## config.mk

```make
export PLATFORM = sky130hd
export DESIGN_NAME = line_code_enc
export DESIGN_NICKNAME = d
export VERILOG_FILES = /design/src/rtl/lc_pkg.sv /design/src/rtl/lc_phase.sv /design/src/rtl/lc_nrzi_state.sv /design/src/rtl/lc_level_map.sv /design/src/rtl/line_code_enc.sv
export SDC_FILE = /design/constraint.sdc
export NUM_CORES = 1
export LEC_CHECK = 0
export CORE_AREA = 2 2 39 41
export CTS_CLUSTER_SIZE = 28
export DETAILED_ROUTE_END_ITERATION = 16
export DIE_AREA = 0 0 41 43
export PLACE_DENSITY = 0.64
export SKIP_CTS_REPAIR_TIMING = 1
export SYNTH_ARGS = -nofsm -noshare
export SYNTH_HDL_FRONTEND = slang
export SYNTH_HIERARCHICAL = 1
export SYNTH_SLANG_ARGS = --single-unit
```

## constraint.sdc

```tcl
create_clock -name clk -period 3.9 [get_ports clk]
set_input_delay 1.17 -clock clk [delete_from_list [all_inputs] [get_ports clk]]
set_output_delay 1.17 -clock clk [all_outputs]
set_load 0.005 [all_outputs]
```

## src/rtl/lc_pkg.sv

```systemverilog
package lc_pkg;
  typedef enum logic [1:0] {
    LC_NRZ  = 2'd0,
    LC_RZ   = 2'd1,
    LC_NRZI = 2'd2,
    LC_MAN  = 2'd3
  } lc_mode_e;
endpackage

```

## src/rtl/lc_phase.sv

```systemverilog
module lc_phase (
  input  logic clk,
  input  logic rst_n,
  input  logic half_tick,
  output logic at_bound,
  output logic at_mid
);
  logic phase_q, phase_d;

  always_comb begin
    phase_d = phase_q;
    if (half_tick) phase_d = ~phase_q;
  end

  always_ff @(posedge clk or negedge rst_n) begin
    if (!rst_n) phase_q <= 1'b1;
    else        phase_q <= phase_d;
  end

  assign at_bound = half_tick & phase_q;
  assign at_mid   = half_tick & ~phase_q;

  assert_bound_alternates_R2: assert property (@(posedge clk) disable iff (!rst_n)
    at_bound |=> !at_bound);
  assert_mid_alternates_R2: assert property (@(posedge clk) disable iff (!rst_n)
    at_mid |=> !at_mid);
endmodule

```

## src/rtl/lc_nrzi_state.sv

```systemverilog
module lc_nrzi_state
  import lc_pkg::*;
(
  input  logic     clk,
  input  logic     rst_n,
  input  logic     take,
  input  lc_mode_e mode_new,
  input  logic     mode_chg,
  input  logic     valid,
  input  logic     data,
  output logic     lvl_q,
  output logic     lvl_nx
);
  logic base, lvl_d;

  always_comb begin
    base = mode_chg ? 1'b1 : lvl_q;
    if (mode_new != LC_NRZI)  lvl_nx = 1'b1;
    else if (valid && !data)  lvl_nx = ~base;
    else                      lvl_nx = base;
    lvl_d = take ? lvl_nx : lvl_q;
  end

  always_ff @(posedge clk or negedge rst_n) begin
    if (!rst_n) lvl_q <= 1'b1;
    else        lvl_q <= lvl_d;
  end

  assert_ones_keep_level_R5: assert property (@(posedge clk) disable iff (!rst_n)
    (take && valid && data && !mode_chg && mode_new == LC_NRZI) |=> $stable(lvl_q));
  assert_zero_flips_level_R5: assert property (@(posedge clk) disable iff (!rst_n)
    (take && valid && !data && !mode_chg && mode_new == LC_NRZI) |=> lvl_q != $past(lvl_q));
  assert_change_resets_R8: assert property (@(posedge clk) disable iff (!rst_n)
    (take && mode_chg && !(valid && !data)) |=> lvl_q);
endmodule

```

## src/rtl/lc_level_map.sv

```systemverilog
module lc_level_map
  import lc_pkg::*;
(
  input  lc_mode_e mode,
  input  logic     valid,
  input  logic     data,
  input  logic     lvl,
  input  logic     prev,
  input  logic     second,
  output logic     y
);
  always_comb begin
    unique case (mode)
      LC_NRZ:  y = valid & data;
      LC_RZ:   y = valid & data & ~second;
      LC_NRZI: y = lvl;
      LC_MAN:  y = valid ? (second ? data : ~data) : prev;
      default: y = 1'b0;
    endcase
  end
endmodule

```

## src/rtl/line_code_enc.sv

```systemverilog
module line_code_enc
  import lc_pkg::*;
(
  input  logic       clk,
  input  logic       rst_n,
  input  logic       half_tick,
  input  logic [1:0] mode_sel,
  input  logic       bit_valid,
  input  logic       bit_data,
  output logic       bit_ready,
  output logic       line_out
);
  logic     at_bound, at_mid;
  lc_mode_e mode_in, mode_q, mode_d;
  logic     bit_q, bit_d, act_q, act_d, line_q, line_d;
  logic     mode_chg, lvl_q, lvl_nx;
  logic     y_first, y_second;

  assign mode_in  = lc_mode_e'(mode_sel);
  assign mode_chg = (mode_in != mode_q);

  lc_phase u_phase (
    .clk(clk), .rst_n(rst_n), .half_tick(half_tick),
    .at_bound(at_bound), .at_mid(at_mid)
  );

  lc_nrzi_state u_nrzi (
    .clk(clk), .rst_n(rst_n), .take(at_bound), .mode_new(mode_in),
    .mode_chg(mode_chg), .valid(bit_valid), .data(bit_data),
    .lvl_q(lvl_q), .lvl_nx(lvl_nx)
  );

  lc_level_map u_map_first (
    .mode(mode_in), .valid(bit_valid), .data(bit_data), .lvl(lvl_nx),
    .prev(line_q), .second(1'b0), .y(y_first)
  );

  lc_level_map u_map_second (
    .mode(mode_q), .valid(act_q), .data(bit_q), .lvl(lvl_q),
    .prev(line_q), .second(1'b1), .y(y_second)
  );

  always_comb begin
    mode_d = mode_q;
    bit_d  = bit_q;
    act_d  = act_q;
    line_d = line_q;
    if (at_bound) begin
      mode_d = mode_in;
      bit_d  = bit_data;
      act_d  = bit_valid;
      line_d = y_first;
    end else if (at_mid) begin
      line_d = y_second;
    end
  end

  always_ff @(posedge clk or negedge rst_n) begin
    if (!rst_n) begin
      mode_q <= LC_NRZ;
      bit_q  <= 1'b0;
      act_q  <= 1'b0;
      line_q <= 1'b0;
    end else begin
      mode_q <= mode_d;
      bit_q  <= bit_d;
      act_q  <= act_d;
      line_q <= line_d;
    end
  end

  assign bit_ready = at_bound;
  assign line_out  = line_q;

  assert_ready_on_tick_R2: assert property (@(posedge clk) disable iff (!rst_n)
    bit_ready |-> half_tick);
  assert_hold_between_ticks_R10: assert property (@(posedge clk) disable iff (!rst_n)
    !half_tick |=> $stable(line_out));
  assert_nrz_flat_R3: assert property (@(posedge clk) disable iff (!rst_n)
    (at_mid && mode_q == LC_NRZ) |=> $stable(line_out));
  assert_rz_return_R4: assert property (@(posedge clk) disable iff (!rst_n)
    (at_mid && mode_q == LC_RZ) |=> !line_out);
  assert_man_mid_edge_R6: assert property (@(posedge clk) disable iff (!rst_n)
    (at_mid && act_q && mode_q == LC_MAN) |=> line_out != $past(line_out));
  assert_idle_low_R9: assert property (@(posedge clk) disable iff (!rst_n)
    (at_bound && !bit_valid && (mode_in == LC_NRZ || mode_in == LC_RZ)) |=> !line_out);
endmodule

```

==> metrics.cfg <==
[floorplanning]
core_um2=1380
num_io_pins=9
die_y_um=43
dieArea_um2=1760
fp.dieW_um=41
num_rows=14
start_util_pct=32.2

[worst_hold_path]
holdPathStages=1
holdCritPathClass=reg -> reg
hold_start=u_phase/phase_q
whs_endpoint=u_phase/phase_q

[placed_design]
dp_hpwl_um=653
place_area_um2=553
numPortBuffers=8
pre_cts_ws_ns=0.274
gp_congestion=0.639

[global_route]
grt_usage_pct=11.8
grt_pass1_vias=337
antenna_found_initial=0
overflow=0
grt_pass1_wl_um=1280
grt_max_degree=10

[sta]
layout_min_cycle_time_ns=3.63
report.final.slew_viol_count=0
fin_crit_sh_pct=93.0
setup_ws_ns=0.274
clock-skew-final_ns=0.00873
fmax_mhz=276
setup_viol=0
rsz0062_at_grt=false
hold_viol_final=0
tns_ns=0

[synthesis]
syn_inst=45
yosysSeqAreaShare_pct=39.9
synth_edf_count=0
avgSynthCellArea_um2=9.90
netlist-cell-type-count=21
yosys-top-cells-area=dfrtp_1 28%, dfstp_2 12%, mux2_2 10%, xnor2_1 5.9%, xor2_1 5.9%
synth_top_area_share_pct=28.1
synth_ff_type=dfrtp_1
ys_warn_count=6
synthArstFlopShare_pct=100
yosys.area.top_type=dfrtp_1
synth_area_um2=445
synth-seq-cells=7

[worst_setup_path]
required_ns=2.73
reg2reg_from=mode_q[0]
r2r_cells=10
r2r-end=line_out
r2r_slack_ns=2.13
path_max_fanout=9
startpoint_type=input port
path_class=in -> out
cp-end-kind=output pin
arrival_ns=2.46

[route]
wirelength_um=822
wire_per_inst_um=11.0
drt_first_pass_iters=4
drtIter0Drc=5
postRouteAntennaNets=0
remaining_drc_errors=0
post_drt_via_cell_ratio=4.59
vias=344

[clock_network]
ctsLongestPathBuffers=2
cts_tree=yes
cts-root-buf=clkbuf_4
cts_sinks=7
h-tree-depth=1
path_clk_slew_ns=0.05
numCtsBuffers=3
clk_latency_ns=0.25

[cells_and_area]
fill_cells=149
syn2layout_area_growth_pct=30.1
mostFrequentLayoutCell=clkdlybuf4s50_1
drive_above_1_share_pct=23.7
layout_common_cells=8 x clkdlybuf4s50_1, 5 x dfrtp_1, 5 x nand3_1
post-route-util_pct=41.9
design_area_um2=579
n_antenna_cell=0
layout.nets=67

[pwr]
powerDensity_nw_per_um2=595
ir_drop_mv=0.200
power_leakage_nw=0.239

[run_status]
status=finished, final reports clean

[flow_run]
maxCapViolations=0

per-stage QoR:
stage,hold WS [ns],power (mW),cells
after floorplan,0.496,0.235,47
after global placement,0.510,0.278,71
after detailed placement,0.520,0.283,71
after CTS,0.529,0.352,75
after global routing,0.545,0.374,75
final,0.527,0.344,75
area by class of cell:
type | instances | area [µm²] | share of cell area [%]
flip-flops and latches | 7 | 178 | 30.7
multi-input cells | 39 | 272 | 46.9
clock buffers | 4 | 26.3 | 4.54
inverters | 1 | 3.75 | 0.648
repair buffers | 8 | 80.1 | 13.8
well taps | 16 | 20.0 | 3.46
sequential cells by signal, indices dropped and copies added, names as in the netlist:
name             count
bit_q                1
u_phase/phase_q      1
u_nrzi/lvl_q         1
line_out             1
mode_q               2
act_q                1
per-layer routing:
metal / vias to the layer above / global-route usage, % / share of wire (%)
met5: - / 0 / 0
met4: 0 / 14.0 / 2.7
met3: 2 / 1.57 / 1.8
met2: 4 / 17.8 / 51
met1: 157 / 11.7 / 44
li1: 181 / - / -
critical path, cell delays in order:
cell	delay (ns)
clkdlybuf4s50_1	0.50
and2_2	0.25
clkdlybuf4s50_1	0.53
cells in the mapped netlist (all sizes together), types with 2 or more instances:
cell type,number
o221ai,2
dfstp,2
conb,2
nor2b,2
xor2,3
o21ai,3
xnor2,3
nand2,4
nand3,5
nor2,2
and3b,2
mux2,4
dfrtp,5
worst max-delay path by stage:
stage,from,endpoint,slack [ns],cells after the start
2_1_floorplan,half_tick,bit_ready,1.34,1
3_3_place_gp,half_tick,bit_ready,0.29,3
3_5_place_dp,half_tick,bit_ready,0.27,3
4_1_cts,half_tick,bit_ready,0.27,3
5_1_grt,half_tick,bit_ready,0.23,3
6_report,half_tick,bit_ready,0.27,3
cell families (layout without fill, tap and decap cells):
family                 after synthesis  count (layout)  synth area share, %
other                                2               4                 1.69
multiplexers                         5               5                 12.4
buffers and inverters                1              13                0.842
XOR/XNOR                             6               6                 11.8
AO/OA/AOI/OAI                        6               6                 9.27
AND/OR/NAND/NOR                     18              18                 24.2
flip-flops                           7               7                 39.9
where the power goes:
part	leakage [nW]	switching (mW)	internal, mW	total (mW)
clock	0.0150	0.0262	0.0390	0.0653
combinational	0.144	0.0478	0.0808	0.129
sequential	0.0805	0.0391	0.112	0.151
total	0.239	0.113	0.231	0.344
No activity file was read; power rests on OpenSTA's default activity.
